## src/rtl/bt_mbox_pkg.sv

```systemverilog
package bt_mbox_pkg;
  localparam logic [1:0] OFS_CTRL = 2'd0;
  localparam logic [1:0] OFS_DATA = 2'd1;

  localparam int unsigned CB_CLR_REQ  = 0;
  localparam int unsigned CB_CLR_RSP  = 1;
  localparam int unsigned CB_HOST_GO  = 2;
  localparam int unsigned CB_RSP_ATN  = 3;
  localparam int unsigned CB_SMS_ATN  = 4;
  localparam int unsigned CB_HOST_BSY = 6;
  localparam int unsigned CB_BMC_BSY  = 7;

  localparam logic [7:0] IDLE_BYTE = 8'hFF;
endpackage

```

## src/rtl/bt_mbox_ctrl.sv

```systemverilog
module bt_mbox_ctrl
  import bt_mbox_pkg::*;
(
  input  logic       clk,
  input  logic       rst_n,
  input  logic       wr_en,
  input  logic [7:0] wdata,
  input  logic       sms_set,
  input  logic       rsp_done,
  output logic [7:0] ctrl_byte,
  output logic       bmc_busy,
  output logic       req_go
);
  logic rsp_atn_q, sms_atn_q, host_bsy_q, bmc_bsy_q, go_q;
  logic [2:0] unused_bits;
  assign unused_bits = {wdata[5], wdata[CB_CLR_RSP], wdata[CB_CLR_REQ]};

  always_ff @(posedge clk) begin
    if (!rst_n) begin
      rsp_atn_q  <= 1'b0;
      sms_atn_q  <= 1'b0;
      host_bsy_q <= 1'b0;
      bmc_bsy_q  <= 1'b0;
      go_q       <= 1'b0;
    end else begin
      go_q <= wr_en & wdata[CB_HOST_GO];
      if (wr_en && wdata[CB_HOST_BSY]) host_bsy_q <= ~host_bsy_q;
      if (wr_en && wdata[CB_HOST_GO]) bmc_bsy_q <= 1'b1;
      else if (rsp_done)              bmc_bsy_q <= 1'b0;
      if (rsp_done)                         rsp_atn_q <= 1'b1;
      else if (wr_en && wdata[CB_RSP_ATN])  rsp_atn_q <= 1'b0;
      if (sms_set)                          sms_atn_q <= 1'b1;
      else if (wr_en && wdata[CB_SMS_ATN])  sms_atn_q <= 1'b0;
    end
  end

  always_comb begin
    ctrl_byte              = 8'h00;
    ctrl_byte[CB_BMC_BSY]  = bmc_bsy_q;
    ctrl_byte[CB_HOST_BSY] = host_bsy_q;
    ctrl_byte[CB_SMS_ATN]  = sms_atn_q;
    ctrl_byte[CB_RSP_ATN]  = rsp_atn_q;
  end

  assign bmc_busy = bmc_bsy_q;
  assign req_go   = go_q;

  a_r5_hbusy_toggle: assert property (@(posedge clk) disable iff (!rst_n)
    (wr_en && wdata[CB_HOST_BSY]) |=> (host_bsy_q != $past(host_bsy_q)));
  a_r6_go_with_busy: assert property (@(posedge clk) disable iff (!rst_n)
    req_go |-> bmc_busy);
  a_r10_sms_set_wins: assert property (@(posedge clk) disable iff (!rst_n)
    sms_set |=> sms_atn_q);
  a_r4_rsp_atn_clear: assert property (@(posedge clk) disable iff (!rst_n)
    (wr_en && wdata[CB_RSP_ATN] && !rsp_done) |=> !rsp_atn_q);
endmodule

```

## src/rtl/bt_mbox_req.sv

```systemverilog
module bt_mbox_req #(
  parameter int DEPTH = 64,
  parameter int LEN_W = 8,
  localparam int IDX_W = $clog2(DEPTH)
) (
  input  logic             clk,
  input  logic             rst_n,
  input  logic             push,
  input  logic [7:0]       din,
  input  logic             clr,
  input  logic [IDX_W-1:0] rd_idx,
  output logic [7:0]       rd_byte,
  output logic [LEN_W-1:0] len
);
  localparam logic [LEN_W-1:0] DEPTH_L = LEN_W'(DEPTH);
  localparam logic [LEN_W-1:0] LEN_MAX = '1;

  logic [7:0] mem [DEPTH];
  logic [LEN_W-1:0] len_q;

  always_ff @(posedge clk) begin
    if (push && len_q < DEPTH_L) mem[len_q[IDX_W-1:0]] <= din;
  end

  always_ff @(posedge clk) begin
    if (!rst_n)                          len_q <= '0;
    else if (clr)                        len_q <= '0;
    else if (push && len_q != LEN_MAX)   len_q <= len_q + 1'b1;
  end

  assign rd_byte = mem[rd_idx];
  assign len     = len_q;

  a_r7_len_step: assert property (@(posedge clk) disable iff (!rst_n)
    (push && !clr && len_q != LEN_MAX) |=> (len_q == $past(len_q) + 1'b1));
  a_r7_len_hold_sat: assert property (@(posedge clk) disable iff (!rst_n)
    (push && !clr && len_q == LEN_MAX) |=> (len_q == LEN_MAX));
endmodule

```

## src/rtl/bt_mbox_rsp.sv

```systemverilog
module bt_mbox_rsp #(
  parameter int DEPTH = 64,
  localparam int IDX_W = $clog2(DEPTH),
  localparam int CW = IDX_W + 1
) (
  input  logic       clk,
  input  logic       rst_n,
  input  logic       in_valid,
  input  logic       in_ready,
  input  logic [7:0] in_data,
  input  logic       in_last,
  input  logic       pop,
  input  logic       rewind,
  output logic [7:0] rd_byte,
  output logic       has_data,
  output logic       done
);
  localparam logic [CW-1:0] FULL = CW'(DEPTH);

  logic [7:0]    mem [DEPTH];
  logic [CW-1:0] widx, len_q, ptr_q;
  logic          accept;

  assign accept = in_valid & in_ready;
  assign done   = accept & in_last;

  always_ff @(posedge clk) begin
    if (accept && widx < FULL) mem[widx[IDX_W-1:0]] <= in_data;
  end

  always_ff @(posedge clk) begin
    if (!rst_n) begin
      widx  <= '0;
      len_q <= '0;
      ptr_q <= '0;
    end else if (done) begin
      widx  <= '0;
      len_q <= (widx < FULL) ? widx + 1'b1 : FULL;
      ptr_q <= '0;
    end else begin
      if (accept && widx < FULL) widx <= widx + 1'b1;
      if (rewind) ptr_q <= '0;
      else if (pop && ptr_q < len_q) begin
        if (ptr_q + 1'b1 == len_q) begin
          ptr_q <= '0;
          len_q <= '0;
        end else begin
          ptr_q <= ptr_q + 1'b1;
        end
      end
    end
  end

  assign has_data = (ptr_q < len_q);
  assign rd_byte  = has_data ? mem[ptr_q[IDX_W-1:0]] : 8'hFF;

  a_r8_ptr_in_range: assert property (@(posedge clk) disable iff (!rst_n)
    (len_q == '0) |-> (ptr_q == '0));
  a_r9_done_loads: assert property (@(posedge clk) disable iff (!rst_n)
    done |=> (len_q != '0 && ptr_q == '0 && len_q <= FULL));
endmodule

```

## src/rtl/bt_mbox_regs.sv

```systemverilog
module bt_mbox_regs
  import bt_mbox_pkg::*;
#(
  parameter int DEPTH = 64,
  parameter int LEN_W = 8,
  localparam int IDX_W = $clog2(DEPTH)
) (
  input  logic             clk,
  input  logic             rst_n,
  input  logic [1:0]       host_addr,
  input  logic             host_wr,
  input  logic             host_rd,
  input  logic [7:0]       host_wdata,
  output logic [7:0]       host_rdata,
  output logic             req_go,
  output logic [LEN_W-1:0] req_len,
  input  logic [IDX_W-1:0] req_idx,
  output logic [7:0]       req_byte,
  input  logic             rsp_valid,
  output logic             rsp_ready,
  input  logic [7:0]       rsp_data,
  input  logic             rsp_last,
  input  logic             sms_set
);
  logic       wr_ctrl, wr_data, rd_data;
  logic [7:0] ctrl_byte, rsp_byte;
  logic       bmc_busy, rsp_done, rsp_has;

  assign wr_ctrl = host_wr && host_addr == OFS_CTRL;
  assign wr_data = host_wr && host_addr == OFS_DATA;
  assign rd_data = host_rd && host_addr == OFS_DATA;

  bt_mbox_ctrl u_ctrl (
    .clk(clk), .rst_n(rst_n), .wr_en(wr_ctrl), .wdata(host_wdata),
    .sms_set(sms_set), .rsp_done(rsp_done), .ctrl_byte(ctrl_byte),
    .bmc_busy(bmc_busy), .req_go(req_go)
  );

  bt_mbox_req #(.DEPTH(DEPTH), .LEN_W(LEN_W)) u_req (
    .clk(clk), .rst_n(rst_n), .push(wr_data), .din(host_wdata),
    .clr(wr_ctrl && host_wdata[CB_CLR_REQ]), .rd_idx(req_idx),
    .rd_byte(req_byte), .len(req_len)
  );

  bt_mbox_rsp #(.DEPTH(DEPTH)) u_rsp (
    .clk(clk), .rst_n(rst_n), .in_valid(rsp_valid), .in_ready(rsp_ready),
    .in_data(rsp_data), .in_last(rsp_last), .pop(rd_data),
    .rewind(wr_ctrl && host_wdata[CB_CLR_RSP]), .rd_byte(rsp_byte),
    .has_data(rsp_has), .done(rsp_done)
  );

  assign rsp_ready = bmc_busy;

  always_comb begin
    case (host_addr)
      OFS_CTRL: host_rdata = ctrl_byte;
      OFS_DATA: host_rdata = rsp_byte;
      default:  host_rdata = IDLE_BYTE;
    endcase
  end

  a_r8_empty_reads_ff: assert property (@(posedge clk) disable iff (!rst_n)
    (host_addr == OFS_DATA && !rsp_has) |-> (host_rdata == 8'hFF));
  a_r9_busy_clears_on_last: assert property (@(posedge clk) disable iff (!rst_n)
    (rsp_done && !(wr_ctrl && host_wdata[CB_HOST_GO])) |=> !rsp_ready);
endmodule

```

## config.mk

```make
export PLATFORM = sky130hd
export DESIGN_NAME = bt_mbox_regs
export DESIGN_NICKNAME = d
export VERILOG_FILES = /design/src/rtl/bt_mbox_pkg.sv /design/src/rtl/bt_mbox_ctrl.sv /design/src/rtl/bt_mbox_req.sv /design/src/rtl/bt_mbox_rsp.sv /design/src/rtl/bt_mbox_regs.sv
export SDC_FILE = /design/constraint.sdc
export NUM_CORES = 1
export LEC_CHECK = 0
export ABC_AREA = 1
export BUFFER_PORTS_ARGS = -buffer_cell sky130_fd_sc_hd__buf_2
export CORE_UTILIZATION = 34
export CTS_BUF_LIST = sky130_fd_sc_hd__clkbuf_16
export DETAILED_ROUTE_END_ITERATION = 12
export SLEW_MARGIN = 20
export SYNTH_ARGS = -nofsm -noshare
export SYNTH_HDL_FRONTEND = slang
export SYNTH_SLANG_ARGS = --single-unit
```

## constraint.sdc

```tcl
create_clock -name clk -period 2.08 [get_ports clk]
set_clock_uncertainty 0.1 [all_clocks]
set_input_delay 0.416 -clock clk [delete_from_list [all_inputs] [get_ports clk]]
set_output_delay 0.416 -clock clk [all_outputs]
set_load 0.02 [all_outputs]
```

==> run_results.csv, run 1 <==
group,metric,value,unit
timing,timing.final.crit_share,1.53,
synth,synth_top_area_share,0.706,
critical_path,cp_slowest_cell,"dfxtp_4",
critical_path,crit_top_cell,"buf_12",
layout,nFillCells,11290,
pwr,vdd.ir_drop.worst,624,uV
pwr,clkPwrFrac,0.419,
timing,max_clock_freq,314,MHz
run_status,outcome,"complete, but fails checks",
clocking,cts_max_path_buffers,3,
synth,ys_ff_latch,1064,
floorplan,dieArea,0.130,sq mm
synth,syn_inst,3652,
timing,slew_violations,0,
layout,stdcell_count,5797,
global_routing,grt_pass1_vias,29167,
critical_path,slowest_delay,350,ps
layout,multi_input_area,0.0118,sq mm
drt,drt-total-wl,121,mm
clocking,insertion_delay,720,ps
pwr,internal-power,34.4,mW
place,place_inst,5574,
synth,synth_area_leader_cell,"edfxtp_1",
pwr,power_frac_comb,0.047,
pwr,p_leak,19.3,nW
synth,ys_async_sr_fraction,0,
timing,rsz0062_at_grt,"true",
pwr,switching_share,0.218,
floorplan,io_pins,57,
timing,slew_headroom,0.511,
synth,yosys_warnings,0,
timing,finalHoldViolCount,0,
run,maxCapViolations,0,
synth,synthTopCellsByArea,"edfxtp_1 71%, nand2_1 6.8%, nand3_1 6.2%",
critical_path,arrival,2660,ps
critical_path,crit_required,1560,ps
floorplan,fp-row-count,130,
floorplan,die_y,360,um
clocking,cts.sinks,1064,
clocking,clk_pin_slew,60,ps
timing,setup_viol,16,
critical_path,critPathMaxFanout,8,
drt,drcViolationCount,0,
layout,final_nets,4103,
place,gp_congestion,0.881,
run_status,violations,"setup timing",
clocking,numCtsBuffers,106,
timing,min_period,3180,ps
synth,syn_avg_cell_area,11.9,sq um
place,dp_slack,-657,ps
layout,drive_gt1_frac,0.242,
floorplan,core_area,0.126,sq mm
drt,drt_iter0_drc,2850,
clocking,cts_tree,"built",
synth,synth_edf_count,1024,
layout,diodes,0,
drt,dr.pass1.iters,7,
synth,synth_area,0.0436,sq mm
layout,seqCellArea,0.0316,sq mm
synth,yosysUniqueCellTypes,38,
hold_path,hold_path_class,"in -> reg",
floorplan,fp.dieW,360,um
global_routing,grt_pass1_wl,180,mm
global_routing,grt_remaining_overflow,0,
drt,vias,30112,
floorplan,start_util,0.345,
place,port_buffers,56,
place,dp_hpwl,74.2,mm
pwr,p_sw,9.58,mW
synth,ys_seq_area_frac,0.724,
synth,synth_nets,3694,
global_routing,grt_max_degree,66,
drt,routedWlPerCell,20.8,um
critical_path,path_cells,"buf_12, buf_12, buf_12, buf_12, nand2_1, nand3_1, nand3_2, nand2_2, nand2_2, nand3_2, nand3_4, nand3_4, nand2_2, inv_1, buf_4",
clocking,h-tree-depth,3,
layout,area_growth,25.7,%
global_routing,grt_use_total,0.182,
drt,ant_nets,0,
timing,worst_pin_slew,733,ps
pwr,powerDensity,803,mW/mm^2
clocking,root_buffer,"clkbuf_16",
critical_path,cp-end-kind,"output pin",
timing,worst_slack,-1100,ps
critical_path,worst_setup_path_start_kind,"flip-flop",
synth,synth-main-ff-cell,"edfxtp_1",
critical_path,crit_type,"reg -> out",
pwr,seqPwrFrac,0.534,
drt,viasPerCell,5.19,
global_routing,antenna_found_initial,0,
## cell usage after synthesis, drive strengths merged (5+ instances only)
| cell | count |
|---|---|
| ha | 11 |
| edfxtp | 1024 |
| inv | 102 |
| nand2 | 788 |
| nor3 | 5 |
| a211oi | 9 |
| buf | 146 |
| o221ai | 32 |
| clkbuf | 77 |
| a31o | 8 |
| o21ai | 258 |
| a21oi | 35 |
| dfxtp | 40 |
| o22ai | 89 |
| o211ai | 57 |
| nand3 | 539 |
| nor2 | 413 |
| nand4 | 9 |
## power by group through the flow
stage / logic, mW / registers (mW) / clock network (mW)
2_1_floorplan: 0.817 / 23.9 / 0
3_3_place_gp: 1.92 / 23.9 / 0
3_5_place_dp: 1.93 / 23.9 / 0
4_1_cts: 2.04 / 23.5 / 18.7
5_1_grt: 2.22 / 23.5 / 19.5
6_report: 2.08 / 23.5 / 18.4
## critical path: cells and delay by family (launching register included)
family | cells | cell delay [ps]
AND/OR/NAND/NOR | 9 | 820
buffers and inverters | 6 | 750
flip-flops | 1 | 350
## metal layers
metal	part of all wire	vias to the layer above	GRT usage
li1	-	13970	-
met1	0.43	14718	0.255
met2	0.47	1209	0.289
met3	0.072	215	0.0268
met4	0.029	0	0.0625
met5	0	-	0
## path summary, 6_finish.rpt
path              cells past startpoint  slack, ps        startpoint                to
hold / removal                        1         90     host_wdata[4]  u_req.mem[11][4]
hold reg to reg                       2        390  u_ctrl.rsp_atn_q  u_ctrl.rsp_atn_q
setup / recovery                     15      -1100         flip-flop     host_rdata[6]
setup reg to reg                      9         80   u_ctrl.bmc_busy  u_rsp.mem[50][2]
## sequential cells by signal (all words and copies together) (netlist names), named ones only
name and count:
u_ctrl.sms_atn_q 1, u_ctrl.bmc_busy 1, u_rsp.mem 512, u_rsp.ptr_q 7, u_rsp.widx 7, u_ctrl.host_bsy_q 1, u_req.len 8, u_rsp.len_q 7
u_req.mem 512, u_ctrl.req_go 1, u_ctrl.rsp_atn_q 1
## kinds of logic after synthesis
kind of cell / synth area share
AND/OR/NAND/NOR: 0.169
flip-flops: 0.724
AO/OA/AOI/OAI: 0.0663
buffers and inverters: 0.0375
adder cells (fa/ha/maj): 0.00316
XOR/XNOR: 0.000402
## cell usage in the layout, fill, tap and decap left out, types with 37 or more instances in the layout
cell type | netlist | final
buf_4 | 30 | 345
edfxtp_1 | 1024 | 1024
nand3_1 | 538 | 379
clkbuf_16 | 0 | 110
buf_2 | 78 | 37
nand3_2 | 1 | 142
o22ai_1 | 89 | 86
inv_1 | 98 | 104
nor2_2 | 3 | 40
o21ai_1 | 90 | 122
o21ai_0 | 167 | 127
o211ai_1 | 57 | 57
nand2_2 | 0 | 71
nand2_1 | 788 | 714
buf_12 | 0 | 98
nor2_1 | 409 | 371
## timing repair
| action | 4_1_cts | 5_1_grt |
|---|---|---|
| setup endpoints to repair | 20 | 97 |
| hold endpoints to repair | 16 | 0 |
| setup buffers | 10 | 5 |
| hold buffers | 3 | 0 |
| pin swaps | 107 | 90 |
| resized for setup | 236 | 176 |
| gates cloned | 14 | 3 |
## per-stage QoR
stage | setup TNS [ps] | utilization | total power [mW] | hold WS (ps) | area [sq um]
2_1_floorplan | -52090 | - | 24.8 | 334 | 43700
3_3_place_gp | -121030 | 0.390 | 25.9 | 363 | 49300
3_5_place_dp | -132490 | 0.390 | 25.9 | 373 | 49300
4_1_cts | -13940 | 0.427 | 44.2 | 23.9 | 54000
5_1_grt | -15070 | 0.433 | 45.2 | 82.6 | 54800
6_report | -13430 | 0.433 | 44.0 | 85.9 | 54800
## cell type report
class	instances	share of cell area
Clock inverter	87	0.0120
Inverter	103	0.00752
Timing Repair inverter	2	0.000594
Clock buffer	107	0.0489
Multi-Input combinational cell	2262	0.215
Tap cell	1650	0.0377
Timing Repair Buffer	522	0.101
Sequential cell	1064	0.576
Power figures use the tool's default switching activity.
==> run 2, diff against run 1 <==
- MAX_ROUTING_LAYER: default -> met4
==> run 2 against run 1 <==
The run still ends with setup timing left. Utilization is 0.33 points lower. Global-route usage is 0.55 points higher. Critical path depth is 1 lower. Highest routed layer unchanged.
==> run_results.csv, run 2 (synthesis gave the netlist of run 1 again) <==
group,metric,value,unit
clocking,h-tree-depth,3,
critical_path,arrival,2670,ps
layout,final_nets,4060,
drt,vias,29808,
clocking,clk_pin_slew,60,ps
layout,drive_gt1_frac,0.237,
timing,worst_pin_slew,814,ps
place,dp_hpwl,74.0,mm
drt,ant_nets,0,
timing,max_clock_freq,314,MHz
floorplan,dieArea,0.130,sq mm
layout,area_growth,24.7,%
drt,dr.pass1.iters,6,
clocking,insertion_delay,730,ps
timing,worst_slack,-1110,ps
place,port_buffers,56,
timing,tns,-13290,ps
place,dpl-instance-area,0.0489,sq mm
pwr,power_frac_comb,0.046,
hold_path,hold_path_class,"in -> reg",
layout,stdcell_count,5754,
place,place_inst,5533,
floorplan,fp.dieW,360,um
clocking,cts_tree,"built",
drt,drt_iter0_drc,3060,
critical_path,path_cells,"buf_12, inv_16, bufbuf_16, nand2_1, nand3_2, nand3_2, nand2_2, nand2_2, nand3_2, nand3_4, nand3_4, nand2_2, inv_1, buf_6",
run_status,violations,"setup timing",
clocking,numCtsBuffers,105,
pwr,clkPwrFrac,0.420,
global_routing,grt_max_degree,66,
layout,diodes,0,
timing,timing.final.crit_share,1.53,
critical_path,critPathMaxFanout,8,
drt,drcViolationCount,0,
drt,viasPerCell,5.18,
layout,final_cell_mix,"1024 x edfxtp_1, 709 x nand2_1, 388 x nand3_1, 371 x nor2_1, 297 x buf_4",
global_routing,grt_pass1_vias,28965,
layout,multi_input_area,0.0118,sq mm
drt,routedWlPerCell,20.9,um
global_routing,antenna_found_initial,0,
layout,nFillCells,11380,
timing,slew_violations,0,
floorplan,fp-row-count,130,
pwr,seqPwrFrac,0.534,
critical_path,crit_required,1560,ps
floorplan,start_util,0.345,
pwr,vdd.ir_drop.worst,774,uV
layout,design_area,0.0543,sq mm
global_routing,grt_use_total,0.188,
pwr,powerDensity,810,mW/mm^2
critical_path,crit_type,"reg -> out",
critical_path,slowest_delay,370,ps
clocking,cts.sinks,1064,
critical_path,crit_family,"simple AND/OR/NAND/NOR gates",
floorplan,core_area,0.126,sq mm
critical_path,worst_setup_path_start_kind,"flip-flop",
clocking,root_buffer,"clkbuf_16",
place,dp_slack,-653,ps
timing,rsz0062_at_grt,"true",
run_status,outcome,"complete, but fails checks",
drt,drt-total-wl,120,mm
critical_path,cp-end-kind,"output pin",
layout,seqCellArea,0.0316,sq mm
timing,slew_headroom,0.457,
critical_path,critical_path_buf_inv_count,5,
layout,final_common_cell,"edfxtp_1",
pwr,p_sw,9.58,mW
timing,finalHoldViolCount,0,
global_routing,grt_remaining_overflow,0,
place,gp_congestion,0.890,
pwr,p_leak,19.1,nW
floorplan,io_pins,57,
timing,min_period,3190,ps
floorplan,die_y,360,um
global_routing,grt_pass1_wl,181,mm
timing,setup_viol,16,
pwr,switching_share,0.218,
pwr,internal-power,34.4,mW
run,maxCapViolations,0,
critical_path,cp_slowest_cell,"dfxtp_4",
clocking,cts_max_path_buffers,3,
## run 2: power by group through the flow
stage | clock network [mW] | logic, mW | registers, mW
2_1_floorplan | 0 | 0.817 | 23.9
3_3_place_gp | 0 | 1.89 | 23.9
3_5_place_dp | 0 | 1.91 | 23.9
4_1_cts | 18.8 | 2.02 | 23.5
5_1_grt | 19.5 | 2.18 | 23.5
6_report | 18.5 | 2.04 | 23.5
## run 2: worst paths after layout
| check | startpoint | to | slack, ps | cells past startpoint |
|---|---|---|---|---|
| worst max-delay path | flip-flop | host_rdata[4] | -1110 | 14 |
| worst min-delay path | rsp_data[4] | u_rsp.mem[14][4] | 60 | 1 |
| worst max register to register | u_ctrl.bmc_busy | u_rsp.mem[2][4] | 110 | 9 |
| worst min register to register | u_ctrl.rsp_atn_q | u_ctrl.rsp_atn_q | 370 | 2 |
## run 2: area by class of cell
type | instances | share of cell area
repair buffers | 481 | 0.0952
inverters | 103 | 0.00757
clock inverters | 87 | 0.0128
multi-input cells | 2262 | 0.216
flip-flops and latches | 1064 | 0.581
repair inverters | 1 | 0.000368
clock buffers | 106 | 0.0488
well taps | 1650 | 0.0380
## run 2: layer usage
layer  track usage  share of wire  vias to the layer above  routed length (um)
li1              -              -                    13856                   -
met1         0.253           0.43                    14703               52000
met2         0.294           0.48                     1067               57100
met3        0.0249          0.067                      182                8000
met4        0.0592          0.026                        0                3110
met5             -              0                        -                   0
## run 2: stage by stage
stage	power, mW	utilization	hold slack, ps
6_report	44.0	0.430	61.2
5_1_grt	45.1	0.430	51.6
3_5_place_dp	25.8	0.387	365
3_3_place_gp	25.8	0.387	352
2_1_floorplan	24.8	-	334
4_1_cts	44.3	0.427	15.5
## run 2: worst reg2reg max path, cell delays in order (launching register included)
cell     delay, ps
dfxtp_2        340
nand2_1        110
nor2_2         150
inv_1           80
nor2_2         120
buf_4          150
nand3_2         90
buf_4          180
nor2_1         130
buf_4          200
## run 2: timing repair
action | in CTS | in global routing
gates resized for setup | 317 | 104
hold endpoints to repair | 28 | 0
gates cloned | 15 | 0
endpoints found under the setup margin | 21 | 226
pin swaps | 135 | 67
hold buffers | 4 | 0
buffers inserted | 12 | 2
